## src/rtl/uart_txq_pkg.sv

```systemverilog
package uart_txq_pkg;
  localparam int unsigned TXQ_DATA_W = 8;
  localparam int unsigned TXQ_DEPTH  = 32;

  typedef struct packed {
    logic busy;
    logic full;
    logic empty;
    logic ovf;
  } txq_flags_t;
endpackage

```

## src/rtl/txq_store.sv

```systemverilog
module txq_store #(
  parameter int unsigned DATA_W = 8,
  parameter int unsigned DEPTH  = 32,
  localparam int unsigned PTR_W = $clog2(DEPTH),
  localparam int unsigned CNT_W = $clog2(DEPTH + 1)
) (
  input  logic              clk,
  input  logic              rst_n,
  input  logic              wr_req,
  input  logic [DATA_W-1:0] wr_data,
  input  logic              rd_req,
  output logic              push_ok,
  output logic              pop_ok,
  output logic [DATA_W-1:0] rd_data,
  output logic [CNT_W-1:0]  cnt_q,
  output logic [CNT_W-1:0]  cnt_d
);
  logic [DATA_W-1:0] mem_q [DEPTH];
  logic [PTR_W-1:0]  wr_ptr_q, wr_ptr_d, rd_ptr_q, rd_ptr_d;
  logic              is_full, is_empty;

  function automatic logic [PTR_W-1:0] ptr_inc(input logic [PTR_W-1:0] p);
    return (p == PTR_W'(DEPTH - 1)) ? '0 : p + 1'b1;
  endfunction

  always_comb begin
    is_full  = (cnt_q == CNT_W'(DEPTH));
    is_empty = (cnt_q == '0);
    pop_ok   = rd_req && !is_empty;
    push_ok  = wr_req && (!is_full || pop_ok);
    wr_ptr_d = push_ok ? ptr_inc(wr_ptr_q) : wr_ptr_q;
    rd_ptr_d = pop_ok  ? ptr_inc(rd_ptr_q) : rd_ptr_q;
    cnt_d    = cnt_q;
    if (push_ok && !pop_ok) cnt_d = cnt_q + 1'b1;
    if (pop_ok && !push_ok) cnt_d = cnt_q - 1'b1;
    rd_data  = mem_q[rd_ptr_q];
  end

  always_ff @(posedge clk) begin
    if (push_ok) mem_q[wr_ptr_q] <= wr_data;
  end

  always_ff @(posedge clk or negedge rst_n) begin
    if (!rst_n) begin
      wr_ptr_q <= '0;
      rd_ptr_q <= '0;
      cnt_q    <= '0;
    end else begin
      wr_ptr_q <= wr_ptr_d;
      rd_ptr_q <= rd_ptr_d;
      cnt_q    <= cnt_d;
    end
  end

  assert_cnt_bound_R3: assert property (@(posedge clk) disable iff (!rst_n)
    cnt_q <= CNT_W'(DEPTH));
  assert_pair_stable_R10: assert property (@(posedge clk) disable iff (!rst_n)
    (push_ok && pop_ok) |=> $stable(cnt_q));
  assert_empty_pop_ignored_R2: assert property (@(posedge clk) disable iff (!rst_n)
    (rd_req && cnt_q == '0 && !wr_req) |=> (cnt_q == '0));
endmodule

```

## src/rtl/txq_irq_ctrl.sv

```systemverilog
module txq_irq_ctrl
  import uart_txq_pkg::*;
#(
  parameter int unsigned DEPTH = 32,
  localparam int unsigned TRIG  = DEPTH / 2,
  localparam int unsigned CNT_W = $clog2(DEPTH + 1)
) (
  input  logic             clk,
  input  logic             rst_n,
  input  logic             wr_req,
  input  logic             push_ok,
  input  logic             pop_ok,
  input  logic [CNT_W-1:0] cnt_q,
  input  logic [CNT_W-1:0] cnt_d,
  input  logic             irq_clr,
  input  logic             mask_we,
  input  logic             mask_wdata,
  output txq_flags_t       flags,
  output logic             raw_irq,
  output logic             irq
);
  txq_flags_t flg_q, flg_d;
  logic       raw_q, raw_d, mask_q, mask_d;
  logic       above_trig;

  always_comb begin
    above_trig  = (cnt_d > CNT_W'(TRIG));
    flg_d.full  = (cnt_d == CNT_W'(DEPTH));
    flg_d.empty = (cnt_d == '0);
    flg_d.busy  = (cnt_d != '0);
    flg_d.ovf   = flg_q.ovf || (wr_req && !push_ok);
    if (above_trig)             raw_d = 1'b0;
    else if (push_ok || pop_ok) raw_d = 1'b1;
    else if (irq_clr)           raw_d = 1'b0;
    else                        raw_d = raw_q;
    mask_d = mask_we ? mask_wdata : mask_q;
  end

  always_ff @(posedge clk or negedge rst_n) begin
    if (!rst_n) begin
      flg_q  <= '{busy: 1'b0, full: 1'b0, empty: 1'b1, ovf: 1'b0};
      raw_q  <= 1'b1;
      mask_q <= 1'b0;
    end else begin
      flg_q  <= flg_d;
      raw_q  <= raw_d;
      mask_q <= mask_d;
    end
  end

  assign flags   = flg_q;
  assign raw_irq = raw_q;
  assign irq     = raw_q && mask_q;

  assert_full_tracks_R3: assert property (@(posedge clk) disable iff (!rst_n)
    flg_q.full == (cnt_q == CNT_W'(DEPTH)));
  assert_empty_tracks_R5: assert property (@(posedge clk) disable iff (!rst_n)
    (flg_q.empty == (cnt_q == '0)) && (flg_q.busy != flg_q.empty));
  assert_ovf_sticky_R4: assert property (@(posedge clk) disable iff (!rst_n)
    flg_q.ovf |=> flg_q.ovf);
  assert_drop_flags_R4: assert property (@(posedge clk) disable iff (!rst_n)
    (wr_req && !push_ok) |=> flg_q.ovf);
  assert_low_above_trig_R6: assert property (@(posedge clk) disable iff (!rst_n)
    (cnt_q > CNT_W'(TRIG)) |-> !raw_q);
  assert_clear_idle_R8: assert property (@(posedge clk) disable iff (!rst_n)
    (irq_clr && !push_ok && !pop_ok) |=> !raw_q);
  assert_set_beats_clear_R8: assert property (@(posedge clk) disable iff (!rst_n)
    (irq_clr && pop_ok && cnt_d <= CNT_W'(TRIG)) |=> raw_q);
endmodule

```

## src/rtl/uart_txq_trig.sv

```systemverilog
module uart_txq_trig
  import uart_txq_pkg::*;
#(
  parameter int unsigned DATA_W = TXQ_DATA_W,
  parameter int unsigned DEPTH  = TXQ_DEPTH,
  localparam int unsigned CNT_W = $clog2(DEPTH + 1)
) (
  input  logic              clk,
  input  logic              rst_n,
  input  logic              host_wr_i,
  input  logic [DATA_W-1:0] host_wdata_i,
  input  logic              irq_clr_i,
  input  logic              mask_we_i,
  input  logic              mask_wdata_i,
  input  logic              drain_pop_i,
  output logic [DATA_W-1:0] drain_data_o,
  output logic              stat_busy_o,
  output logic              stat_full_o,
  output logic              stat_empty_o,
  output logic              stat_ovf_o,
  output logic              raw_irq_o,
  output logic              irq_o
);
  logic [1:0]       rst_sync_q;
  logic             rst_n_int;
  logic             push_ok, pop_ok;
  logic [CNT_W-1:0] cnt_q, cnt_d;
  txq_flags_t       flags;

  always_ff @(posedge clk or negedge rst_n) begin
    if (!rst_n) rst_sync_q <= 2'b00;
    else        rst_sync_q <= {rst_sync_q[0], 1'b1};
  end
  assign rst_n_int = rst_sync_q[1];

  txq_store #(.DATA_W(DATA_W), .DEPTH(DEPTH)) u_store (
    .clk     (clk),
    .rst_n   (rst_n_int),
    .wr_req  (host_wr_i),
    .wr_data (host_wdata_i),
    .rd_req  (drain_pop_i),
    .push_ok (push_ok),
    .pop_ok  (pop_ok),
    .rd_data (drain_data_o),
    .cnt_q   (cnt_q),
    .cnt_d   (cnt_d)
  );

  txq_irq_ctrl #(.DEPTH(DEPTH)) u_ctrl (
    .clk        (clk),
    .rst_n      (rst_n_int),
    .wr_req     (host_wr_i),
    .push_ok    (push_ok),
    .pop_ok     (pop_ok),
    .cnt_q      (cnt_q),
    .cnt_d      (cnt_d),
    .irq_clr    (irq_clr_i),
    .mask_we    (mask_we_i),
    .mask_wdata (mask_wdata_i),
    .flags      (flags),
    .raw_irq    (raw_irq_o),
    .irq        (irq_o)
  );

  assign stat_busy_o  = flags.busy;
  assign stat_full_o  = flags.full;
  assign stat_empty_o = flags.empty;
  assign stat_ovf_o   = flags.ovf;

  assert_mask_gate_R9: assert property (@(posedge clk) disable iff (!rst_n_int)
    irq_o |-> raw_irq_o);
endmodule

```

## config.mk

```make
export PLATFORM = sky130hd
export DESIGN_NAME = uart_txq_trig
export DESIGN_NICKNAME = d
export VERILOG_FILES = /design/src/rtl/uart_txq_pkg.sv /design/src/rtl/txq_store.sv /design/src/rtl/txq_irq_ctrl.sv /design/src/rtl/uart_txq_trig.sv
export SDC_FILE = /design/constraint.sdc
export NUM_CORES = 1
export LEC_CHECK = 0
export BUFFER_PORTS_ARGS = -buffer_cell sky130_fd_sc_hd__buf_4
export CAP_MARGIN = 20
export CORE_UTILIZATION = 50
export DETAILED_ROUTE_END_ITERATION = 16
export PLACE_DENSITY = 0.63
export SYNTH_ARGS = -nofsm -noshare
export SYNTH_HDL_FRONTEND = slang
export SYNTH_SLANG_ARGS = --single-unit
```

## constraint.sdc

```tcl
create_clock -name clk -period 2.6 [get_ports clk]
set_input_delay 0 -clock clk [delete_from_list [all_inputs] [get_ports clk]]
set_output_delay 0 -clock clk [all_outputs]
set_load 0.03 [all_outputs]
```

# Word-level counts from Yosys, hierarchy flattened
# Memory sizes are Yosys's and may differ from the RTL's.
# Index checks and enable logic that the tools add are counted.
op_classes:
  addsub: 4
  n_mul: 0
  div: 0
  magnitude_cmp: 1
  eq_ne: 4
  n_shift: 0
  mux: 9
  bitwise: 0
  reduce_logical: 17
ops:
  columns: ["cell", "n"]
  rows:
  - ["$eq A6 B6 Y1 const B", 2]
  - ["$logic_not A6 Y1", 2]
  - ["$mux W6", 2]
  - ["$add A5 B1 Y5 const B", 2]
  - ["$eq A5 B5 Y1 const B", 2]
  - ["$mux W5", 2]
  - ["$add A6 B1 Y6 const B", 1]
  - ["$gt A6 B5 Y1 const B", 1]
  - ["$logic_and A1 B1 Y1", 6]
  - ["$reduce_bool A6 Y1", 1]
  - ["$sub A6 B1 Y6 const B", 1]
  - ["$mux W1", 5]
  - ["$logic_not A1 Y1", 4]
  - ["$logic_or A1 B1 Y1", 3]
  - ["$reduce_bool A3 Y1", 1]
word_totals:
  ff_bits: 24
  latch_bits: 0
  mem_bits_rw: 256
  mem_bits_ro: 0
  input_bits: 15
  out_inout_bits: 14
  memories: 1
memory_table:
  columns: ["memory", "depth", "width", "rd", "rd_ports_with_merged_regs", "write_ports", "line_no", "source"]
  rows:
  - ["u_store.mem_q", 32, 8, 1, 0, 1, "txq_store.sv:18", "logic [DATA_W-1:0] mem_q [DEPTH];"]

# Depth between registers and ports, before layout
# Gate-level depths: netlist (run 1).
logic_depth:
  depth_word: 10
  ltp_mapped: 9
  ltp_nobuf: 9

# By module
# Synthesis (run 1) repeated with hierarchy kept, for this count alone.
hier_totals:
  hier_cells: 600
  hier_area_um2: 11185.7
by_module_without_submodules:
  columns: ["module", "n_inst", "cells_each", "area_each_um2", "seq_area_each_um2"]
  rows:
  - ["txq_store", 1, 580, 10895.4, 8087.8]
  - ["txq_irq_ctrl", 1, 17, 236.5, 152.6]
  - ["uart_txq_trig", 1, 3, 53.8, 50.0]

# Worst setup path before layout (run 1)
# OpenSTA, ideal clock, no wires.
synth_timing:
  path_kind: "register to register"
  from: "register u_store.cnt_q[0]"
  to: "memory u_store.mem_q[11][0], enable pin"
  setup_ns: 0.280
  t_arrival_ns: 2.239
  required_time_ns: 2.320
  setup_slack_ns: 0.081
  stages_incl_launch_ff: 9
  path_buffers: 1
  period_less_slack_ns: 2.519
  cell_sequence: "dfrtp_1 > inv_1 > ha_1 > or4b_4 > or3_1 > and2_1 > clkbuf_1 > nand2_1 > nor2_1"
synth_between:
  elab_chain_cells: 7
synth_rtl:
  columns: ["element", "line_no", "source"]
  rows:
  - ["from (decl)", "txq_store.sv:15", "output logic [CNT_W-1:0] cnt_q,"]
  - ["from (signal assigned)", "txq_store.sv:51", "cnt_q <= cnt_d;"]
  - ["$logic_not A6 Y1", "txq_store.sv:28", "is_empty = (cnt_q == '0);"]
  - ["$logic_not A1 Y1", "txq_store.sv:29", "pop_ok = rd_req && !is_empty;"]
  - ["$logic_and A1 B1 Y1", "txq_store.sv:29", null]
  - ["$logic_or A1 B1 Y1 (*)", "txq_store.sv:30", "push_ok = wr_req && (!is_full || pop_ok);"]
  - ["$logic_and A1 B1 Y1 (*)", "txq_store.sv:30", null]
  - ["$mux W1 (*)", "txq_store.sv:40", "if (push_ok) mem_q[wr_ptr_q] <= wr_data;"]
  - ["$mux W1 (implied by the code) (*)", "txq_store.sv:40", null]
  - ["to (decl)", "txq_store.sv:18", null]
# Mark *: on every way between the ends. The rest lies on a longest branch, timed or not.

# Worst setup path after layout (run 1)
layout_timing:
  from: "register u_store.rd_ptr_q[0]"
  to: "output drain_data_o[1]"
layout_between:
  elab_chain_cells: 1
layout_rtl:
  columns: ["element", "line_no", "source"]
  rows:
  - ["from (decl)", "txq_store.sv:19", "logic [PTR_W-1:0] wr_ptr_q, wr_ptr_d, rd_ptr_q, rd_ptr_d;"]
  - ["from (signal assigned)", "txq_store.sv:50", "rd_ptr_q <= rd_ptr_d;"]
  - ["$mem_v2 Z32 W8", null, null]
  - ["to (decl)", "uart_txq_trig.sv:16", "output logic [DATA_W-1:0] drain_data_o,"]
# No other way between the ends.

==> flow_metrics.env, run 1 <==
export IMPL_dp_final_hpwl_mm=14.4
export IMPL_cts_sinks=280
export IMPL_synth_distinct_cells=40
export IMPL_fmax_ghz=0.354
export IMPL_initial_utilization_pct=51.0
export IMPL_fill_cells=1559
export IMPL_fin_cells=943
export IMPL_start_kind="flip-flop"
export IMPL_synth_area_um2=11200
export IMPL_p_clk_share_pct=28.5
export IMPL_antenna_found_initial=0
export IMPL_first_global_vias=5699
export IMPL_sequentialPowerShare_pct=39.5
export IMPL_cp_max_fo=6
export IMPL_vias=5619
export IMPL_required_ns=2.60
export IMPL_vias_per_cell=5.96
export IMPL_die_y_um=151
export IMPL_grt_pass1_wl_mm=36.1
export IMPL_ys_seq_elements=280
export IMPL_place_congestion=0.826
export IMPL_p_int_w=0.00978
export IMPL_diodes=0
export IMPL_syn_nets=567
export IMPL_violations="negative setup slack"
export IMPL_synth_area_per_cell_um2=20.6
export IMPL_track_usage_pct=22.3
export IMPL_dieWidth_um=151
export IMPL_yosys_top_cells_area="edfxtp_1 69%, mux4_2 16%, dfrtp_1 4.9%, nor2_1 1.4%, mux2_2 1.2%"
export IMPL_power_frac_comb_pct=32.0
export IMPL_min_period_over_period_pct=109
export IMPL_finClkSkew_ns=0.0109
export IMPL_synth_cells=543
export IMPL_cap_violations=0
export IMPL_cts_tree="yes"
export IMPL_yosys_warnings=0
export IMPL_grt_overflow=0
export IMPL_cp_arrival_ns=2.83
export IMPL_dr_pass1_iters=5
export IMPL_die_area_um2=22900
export IMPL_rsz0062_at_grt="true"
export IMPL_coreArea_um2=21900
export IMPL_path_class="reg2out"
export IMPL_placed_area_um2=12000
export IMPL_cp_end_kind="primary output"
export IMPL_tightest_slew_ns=0.905
export IMPL_status="complete, but fails checks"
export IMPL_fin_util_pct=61.5
export IMPL_htree_num_levels=1
export IMPL_total_power_w=0.0138
export IMPL_clk_pin_slew_worst_paths_ns=0.06
export IMPL_p_leak_nw=4.53
export IMPL_drtAntennaViolNets=0
export IMPL_finalHoldViolCount=0
export IMPL_stdcell_area_um2=13500
export IMPL_layout_drive_gt1_share_pct=35.9
export IMPL_area_delta_synth_final_pct=20.5
export IMPL_p_switching_w=0.00407
export IMPL_post_drt_wl_per_cell_um=25.4
export IMPL_layout_nets=666
export IMPL_period_needed_ns=2.83
export IMPL_synth_seq_area_share_pct=74.2
export IMPL_cts_root_buf="clkbuf_16"
export IMPL_p_per_area_nw_per_um2=1030
export IMPL_grt_max_degree=36
export IMPL_synth_top_area_share_pct=68.8
export IMPL_switching_share_pct=29.4
export IMPL_relSlewSlack_pct=39.6
export IMPL_setup_ws_ns=-0.226
export IMPL_peakVddDrop_v=0.000660
export IMPL_ff2ff_setup_slack_ns=0.09
export IMPL_hold_path_class="in2reg"
export IMPL_finalMaxSlewViolations=0
export IMPL_port_buffers=28
export IMPL_setup_viol=8
export IMPL_numCtsBuffers=29
export IMPL_synth_top_area_cell="edfxtp_1"
export IMPL_clock_path_buffers=3
export IMPL_placedCellCount=864
export IMPL_first_iter_violations=496
export IMPL_rows=54
export IMPL_io_pins=29
export IMPL_clock_latency_ns=0.53
export IMPL_drc=0
export IMPL_wirelength_mm=23.9
[final cells by class]
| cell class | count | area (µm²) | share of cell area, % |
|---|---|---|---|
| Sequential cell | 280 | 8300 | 61.7 |
| Multi-Input combinational cell | 227 | 2790 | 20.7 |
| Clock buffer | 41 | 833 | 6.19 |
| Clock inverter | 11 | 85.1 | 0.632 |
| Inverter | 10 | 37.5 | 0.279 |
| Tap cell | 280 | 350 | 2.60 |
| Timing Repair Buffer | 94 | 1060 | 7.90 |
[layout by cell type, fill, tap and decap left out, types with 7 or more instances in the layout]
cell and count:
nor2_1 35, buf_12 12, clkbuf_16 31, dfrtp_1 20, mux4_2 80, o21ai_0 12
buf_6 8, ha_1 8, edfxtp_1 256, mux2_4 7, dlygate4sd3_1 15, inv_1 9
buf_4 52, a21oi_1 7, clkbuf_1 8, buf_16 7, nand2_1 12
[metal layers]
| layer | up-vias | global-route usage (%) | routed length (µm) |
|---|---|---|---|
| met5 | - | 0 | 0 |
| met4 | 0 | 5.25 | 383 |
| met3 | 34 | 3.52 | 1660 |
| met2 | 204 | 35.1 | 11600 |
| met1 | 2952 | 33.0 | 10200 |
| li1 | 2429 | - | - |
[final timing paths]
path / from / endpoint / cells after the start
min: mask_we_i / u_ctrl.mask_q$_DFFE_PN0P_ / 3
max: u_store.rd_ptr_q[0]$_DFFE_PN0N_ / drain_data_o[1] / 6
max reg2reg: u_store.cnt_q[0]$_DFF_PN0_ / u_store.mem_q[3][5]$_DFFE_PP_ / 9
min reg2reg: rst_sync_q[0]$_DFF_PN0_ / rst_sync_q[1]$_DFF_PN0_ / 0
max in group asynchronous: rst_sync_q[1]$_DFF_PN0_ / u_store.rd_ptr_q[0]$_DFFE_PN0N_ / 0
min in group asynchronous: rst_n / rst_sync_q[0]$_DFF_PN0_ / 3
[flip-flops by register name (all words and copies together), names as in the netlist]
| name | cells |
|---|---|
| u_ctrl.mask_q | 1 |
| u_store.rd_ptr_q | 5 |
| u_store.wr_ptr_q | 5 |
| u_ctrl.raw_irq | 1 |
| u_store.mem_q | 256 |
| u_ctrl.flags | 4 |
| u_store.cnt_q | 6 |
| rst_sync_q | 2 |
[through the flow]
stage	hold slack, ns	setup TNS [ns]	setup WS (ns)
global route	0.261	-2.15	-0.292
detailed placement	-0.215	0	0.0307
floorplan	-0.296	0	0.0809
global placement	-0.217	0	0.111
CTS	0.226	-1.92	-0.245
finish	0.270	-1.62	-0.226
[logic make-up after synthesis]
family | after synthesis | share of synthesized area [%]
AOI/OAI and AO/OA | 29 | 1.64
xor gates and xnor gates | 2 | 0.157
adders and majority gates | 9 | 1.01
buffers and inverters | 36 | 1.33
DFF | 280 | 74.2
muxes | 93 | 17.4
other | 1 | 0.0336
and+or+nand+nor | 93 | 4.15
[synth_stat cells]
master,count
a21oi_1,7
a221oi_1,2
a311oi_1,3
and2_1,3
and3_1,4
buf_1,3
buf_2,5
buf_6,1
clkbuf_1,17
conb_1,1
dfrtp_1,22
dfstp_2,2
edfxtp_1,256
ha_1,9
inv_1,10
mux2_2,12
mux2i_1,1
mux4_2,80
nand2_1,16
nand2b_1,1
nand2b_4,1
nand3_1,6
nand3b_1,5
nand4_1,1
nor2_1,41
nor3_1,5
nor3b_2,1
nor4_1,2
nor4_2,1
o21ai_0,12
o21ai_2,1
o21bai_1,1
o221a_2,1
o31ai_1,1
o41ai_1,1
or3_1,3
or3b_2,1
or4_1,1
or4b_4,1
xnor2_1,2
[repair_timing]
action / in CTS / in global routing
setup endpoints to repair: 8 / 267
cloned: 7 / 0
resized for setup: 22 / 16
buffers inserted: 5 / 1
hold buffers: 15 / 0
pin swaps: 0 / 1
endpoints found under the hold margin: 269 / 0
[power by group through the flow]
stage | combinational [W] | sequential [W] | clock [W]
3_5_place_dp | 0.00395 | 0.00555 | 0
3_3_place_gp | 0.00389 | 0.00554 | 0
4_1_cts | 0.00446 | 0.00547 | 0.00402
6_report | 0.00443 | 0.00547 | 0.00395
5_1_grt | 0.00469 | 0.00550 | 0.00420
2_1_floorplan | 0.00253 | 0.00551 | 0
[worst max-delay path, stage by stage (launching register included)]
cell	delay, ns
dfrtp_4	0.51
buf_4	0.17
buf_16	0.15
mux4_2	0.47
mux4_2	0.51
mux2_2	0.31
buf_4	0.18
(Power assumes the default switching activity.)
==> run 2: changes to the inputs <==
Settings changed: RECOVER_POWER set to 25.
==> run 2 against run 1 <==
  * The flow finishes with violations (max-capacitance violations, max-slew violations, negative setup slack)
  * Clock skew increased by 0.00059 ns
  * Global-route usage unchanged
  * Via count barely moved
  * Clock power about the same
==> flow_metrics.env, run 2 (synthesis gave the netlist of run 1 again) <==
export IMPL_cp_max_fo=6
export IMPL_setup_ws_ns=-0.223
export IMPL_fin_util_pct=61.3
export IMPL_p_int_w=0.00978
export IMPL_cts_root_buf="clkbuf_16"
export IMPL_p_clk_share_pct=28.5
export IMPL_die_y_um=151
export IMPL_clock_path_buffers=3
export IMPL_clk_pin_slew_worst_paths_ns=0.06
export IMPL_cp_arrival_ns=2.82
export IMPL_post_drt_wl_per_cell_um=25.4
export IMPL_min_period_over_period_pct=109
export IMPL_cp_end_kind="primary output"
export IMPL_area_delta_synth_final_pct=20.3
export IMPL_sequentialPowerShare_pct=39.5
export IMPL_dieWidth_um=151
export IMPL_total_power_w=0.0139
export IMPL_clock_latency_ns=0.53
export IMPL_rsz0062_at_grt="true"
export IMPL_switching_share_pct=29.4
export IMPL_p_switching_w=0.00408
export IMPL_diodes=0
export IMPL_layout_drive_gt1_share_pct=34.8
export IMPL_cts_tree="yes"
export IMPL_setup_viol=8
export IMPL_track_usage_pct=22.3
export IMPL_peakVddDrop_v=0.000660
export IMPL_dp_final_hpwl_mm=14.4
export IMPL_finalHoldViolCount=0
export IMPL_top_register="u_store.mem_q"
export IMPL_grt_overflow=0
export IMPL_initial_utilization_pct=51.0
export IMPL_violations="max-capacitance violations, max-slew violations, negative setup slack"
export IMPL_layout_nets=666
export IMPL_numCtsBuffers=29
export IMPL_htree_num_levels=1
export IMPL_antenna_found_initial=0
export IMPL_p_leak_nw=4.51
export IMPL_first_global_vias=5699
export IMPL_path_class="reg2out"
export IMPL_start_kind="flip-flop"
export IMPL_placedCellCount=864
export IMPL_most_common_layout_cells="256 x edfxtp_1, 80 x mux4_2, 44 x buf_4, 35 x nor2_1, 31 x clkbuf_16"
export IMPL_tightest_slew_ns=1.61
export IMPL_p_per_area_nw_per_um2=1030
export IMPL_grt_max_degree=36
export IMPL_period_needed_ns=2.82
export IMPL_hold_path_class="in2reg"
export IMPL_wirelength_mm=24.0
export IMPL_drc=0
export IMPL_fin_cells=943
export IMPL_cp_slowest_cell="dfrtp_4"
export IMPL_largest_reg_flops=256
export IMPL_drtAntennaViolNets=0
export IMPL_io_pins=29
export IMPL_cts_sinks=280
export IMPL_vias_per_cell=5.95
export IMPL_dr_pass1_iters=5
export IMPL_whs_ns=0.268
export IMPL_critical_path_max_stage_delay_ns=0.51
export IMPL_first_iter_violations=549
export IMPL_cpLargestDelayFamily="multiplexers"
export IMPL_finalMaxSlewViolations=164
export IMPL_layout_commonest_cell="edfxtp_1"
export IMPL_port_buffers=28
export IMPL_grt_pass1_wl_mm=36.1
export IMPL_largestRegisters="u_store.mem_q (256), u_store.cnt_q (6)"
export IMPL_status="complete, but fails checks"
export IMPL_rows=54
export IMPL_power_frac_comb_pct=31.9
export IMPL_fmax_ghz=0.354
export IMPL_vias=5614
export IMPL_cap_violations=5
export IMPL_cp_buffers_inverters=4
export IMPL_place_congestion=0.826
export IMPL_crit_chain="buf_12, buf_12, buf_16, mux4_2, mux4_2, mux2_4, buf_6"
export IMPL_die_area_um2=22900
export IMPL_dp_slack_ns=0.0307
export IMPL_coreArea_um2=21900
export IMPL_finClkSkew_ns=0.0115
export IMPL_required_ns=2.60
export IMPL_relSlewSlack_pct=-7.65
[run 2: worst min-delay path, stage by stage]
cell and delay, ns:
buf_4 0.08, mux2_2 0.13, dlygate4sd3_1 0.54
[run 2: per-stage QoR]
step	cell area [µm²]	setup TNS [ns]
3_3_place_gp	12000	0
4_1_cts	13400	-1.92
5_1_grt	13400	-2.15
6_report	13400	-1.65
2_1_floorplan	11200	0
3_5_place_dp	12000	0
[run 2: final timing paths]
check / start / endpoint / slack (ns) / cells after the start
max in group asynchronous: rst_sync_q[1]$_DFF_PN0_ / u_store.rd_ptr_q[0]$_DFFE_PN0N_ / 1.57 / 0
worst max register to register: u_store.cnt_q[0]$_DFF_PN0_ / u_store.mem_q[3][5]$_DFFE_PP_ / 0.09 / 9
worst max-delay path: u_store.rd_ptr_q[0]$_DFFE_PN0N_ / drain_data_o[7] / -0.22 / 7
min in group asynchronous: rst_n / rst_sync_q[0]$_DFF_PN0_ / 0.35 / 3
worst min register to register: rst_sync_q[0]$_DFF_PN0_ / rst_sync_q[1]$_DFF_PN0_ / 0.36 / 0
worst min-delay path: mask_we_i / u_ctrl.mask_q$_DFFE_PN0P_ / 0.27 / 3
[run 2: power groups by stage]
| stage | sequential (W) | combinational, W | clock (W) |
|---|---|---|---|
| 6_report | 0.00548 | 0.00442 | 0.00395 |
| 4_1_cts | 0.00547 | 0.00446 | 0.00402 |
| 5_1_grt | 0.00551 | 0.00468 | 0.00420 |
| 3_3_place_gp | 0.00554 | 0.00389 | 0 |
| 2_1_floorplan | 0.00551 | 0.00253 | 0 |
| 3_5_place_dp | 0.00555 | 0.00395 | 0 |
[run 2: area by class of cell]
| type | instances | area (µm²) |
|---|---|---|
| clock buffers | 41 | 833 |
| clock inverters | 11 | 85.1 |
| fillers | 1563 | 8460 |
| inverters | 10 | 37.5 |
| multi-input cells | 227 | 2790 |
| flip-flops and latches | 280 | 8300 |
| well taps | 280 | 350 |
| repair buffers | 94 | 1040 |
[run 2: repair_timing]
| item | 4_1_cts | 5_1_grt |
|---|---|---|
| gates resized for setup | 22 | 16 |
| cloned | 7 | 0 |
| pin swaps | 0 | 1 |
| setup endpoints to repair | 8 | 267 |
| buffers inserted | 5 | 1 |
| hold buffers | 15 | 0 |
| endpoints found under the hold margin | 269 | 0 |
[run 2: routing by layer]
layer | track usage (%) | vias up | share of wire (%) | wire, µm
li1 | - | 2434 | - | -
met1 | 33.0 | 2958 | 44 | 10500
met4 | 5.25 | 0 | 1.6 | 389
met3 | 3.52 | 32 | 6.2 | 1480
met2 | 35.1 | 190 | 49 | 11600
met5 | 0 | - | 0 | 0
==> run 3: changes to the inputs <==
Settings changed: MAX_ROUTING_LAYER set to met4.
==> run 3 against run 2 <==
  * The run still ends with max-capacitance violations, max-slew violations, negative setup slack left
  * First-iteration DRC count grew 7.8%
  * Die area did not move
  * Via count increased by 0.18%
  * Sequential share of layout area hardly changed
  * Register-to-register slack about the same
  * Final area about the same
  * Clock skew down 0.0010 ns
==> flow_metrics.env, run 3 (synthesis gave the netlist of run 1 again) <==
export IMPL_clock_latency_ns=0.53
export IMPL_whs_ns=0.268
export IMPL_antenna_found_initial=0
export IMPL_status="complete, but fails checks"
export IMPL_start_kind="flip-flop"
export IMPL_path_class="reg2out"
export IMPL_placedCellCount=864
export IMPL_rows=54
export IMPL_layout_nets=666
export IMPL_cp_buffers_inverters=3
export IMPL_most_common_layout_cells="256 x edfxtp_1, 80 x mux4_2, 44 x buf_4, 34 x nor2_1, 31 x clkbuf_16"
export IMPL_dieWidth_um=151
export IMPL_vias=5624
export IMPL_grt_max_degree=36
export IMPL_required_ns=2.60
export IMPL_grt_overflow=0
export IMPL_post_drt_wl_per_cell_um=25.3
export IMPL_period_needed_ns=2.82
export IMPL_p_leak_nw=4.51
export IMPL_violations="max-capacitance violations, max-slew violations, negative setup slack"
export IMPL_cap_violations=6
export IMPL_drtAntennaViolNets=0
export IMPL_grt_util_met2_pct=35.3
export IMPL_cts_tree="yes"
export IMPL_setup_ws_ns=-0.222
export IMPL_diodes=0
export IMPL_finClkSkew_ns=0.0105
export IMPL_layout_commonest_cell="edfxtp_1"
export IMPL_io_pins=29
export IMPL_cp_end_kind="primary output"
export IMPL_critical_path_max_stage_delay_ns=0.51
export IMPL_largest_reg_flops=256
export IMPL_relSlewSlack_pct=-8.38
export IMPL_finalMaxSlewViolations=197
export IMPL_first_iter_violations=592
export IMPL_cp_slowest_cell="dfrtp_4"
export IMPL_dr_pass1_iters=5
export IMPL_p_per_area_nw_per_um2=1030
export IMPL_cp_arrival_ns=2.82
export IMPL_drc=0
export IMPL_die_y_um=151
export IMPL_layout_drive_gt1_share_pct=35.0
export IMPL_cp_max_fo=6
export IMPL_first_global_vias=5703
export IMPL_busiest_layer="met2"
export IMPL_cts_root_buf="clkbuf_16"
export IMPL_initial_utilization_pct=51.0
export IMPL_largestRegisters="u_store.mem_q (256), u_store.cnt_q (6)"
export IMPL_dp_final_hpwl_mm=14.4
export IMPL_use_met1_pct=32.9
export IMPL_die_area_um2=22900
export IMPL_track_usage_pct=23.0
export IMPL_coreArea_um2=21900
export IMPL_setup_viol=8
export IMPL_cts_sinks=280
export IMPL_area_delta_synth_final_pct=20.3
export IMPL_port_buffers=28
export IMPL_clock_path_buffers=3
export IMPL_fin_cells=943
export IMPL_place_congestion=0.839
export IMPL_rsz0062_at_grt="true"
export IMPL_crit_chain="buf_4, buf_16, mux4_2, mux4_2, mux2_2, buf_4"
export IMPL_htree_num_levels=1
export IMPL_numCtsBuffers=29
export IMPL_dp_slack_ns=0.0307
export IMPL_cpLargestDelayFamily="multiplexers"
export IMPL_fmax_ghz=0.354
export IMPL_wirelength_mm=23.9
export IMPL_grt_pass1_wl_mm=36.1
export IMPL_peakVddDrop_v=0.000660
export IMPL_tightest_slew_ns=1.63
export IMPL_top_register="u_store.mem_q"
export IMPL_hold_path_class="in2reg"
export IMPL_min_period_over_period_pct=109
export IMPL_grtUsageMet3_pct=3.46
export IMPL_total_power_w=0.0138
export IMPL_vias_per_cell=5.96
export IMPL_clk_pin_slew_worst_paths_ns=0.06
export IMPL_finalHoldViolCount=0
[run 3: cell types whose count changed in the layout (fill, tap and decap cells not counted)]
cell    delta
nor2_2     +1
nor2_1     -1
[run 3: cell type report]
cell class | instances | area [µm²]
Clock buffer | 41 | 833
Clock inverter | 11 | 85.1
Fill cell | 1564 | 8460
Inverter | 10 | 37.5
Multi-Input combinational cell | 227 | 2790
Sequential cell | 280 | 8300
Tap cell | 280 | 350
Timing Repair Buffer | 94 | 1040
[run 3: routing by layer]
metal	wire [µm]	part of all wire (%)
met1	10300	43
met2	11700	49
met3	1470	6.2
met4	386	1.6
met5	0	0
[run 3: repair_timing]
item	4_1_cts	5_1_grt
setup buffers	5	1
cloned	7	0
hold endpoints to repair	269	0
gates resized for setup	22	17
endpoints found under the setup margin	8	267
hold buffers	15	0
pin swaps	0	1
[run 3: path summary, 6_finish.rpt]
check	startpoint	endpoint	slack (ns)	depth (start not counted)
worst max-delay path	u_store.rd_ptr_q[0]$_DFFE_PN0N_	drain_data_o[1]	-0.22	6
worst min-delay path	mask_we_i	u_ctrl.mask_q$_DFFE_PN0P_	0.27	3
worst max register to register	u_store.cnt_q[0]$_DFF_PN0_	u_store.mem_q[3][5]$_DFFE_PP_	0.10	9
worst min register to register	rst_sync_q[0]$_DFF_PN0_	rst_sync_q[1]$_DFF_PN0_	0.36	0
max in group asynchronous	rst_sync_q[1]$_DFF_PN0_	u_store.rd_ptr_q[0]$_DFFE_PN0N_	1.57	0
min in group asynchronous	rst_n	rst_sync_q[0]$_DFF_PN0_	0.35	3
[run 3: tightest hold or removal path, delay by kind of cell]
kind,cells,cell delay (ns)
buf+inv,2,0.62
mux,1,0.13
[run 3: power by group]
group / total (W) / switching (W) / internal [W]
Combinational: 0.00442 / 0.00224 / 0.00218
Sequential: 0.00548 / 0.000209 / 0.00527
Clock: 0.00395 / 0.00163 / 0.00233
[run 3: metrics by stage]
| step | TNS, ns | area (µm²) | utilization (%) |
|---|---|---|---|
| floorplan | 0 | 11200 | - |
| global placement | 0 | 12000 | 54.9 |
| detailed placement | 0 | 12000 | 54.9 |
| CTS | -1.92 | 13400 | 61.4 |
| global route | -2.16 | 13400 | 61.4 |
| finish | -1.61 | 13400 | 61.4 |
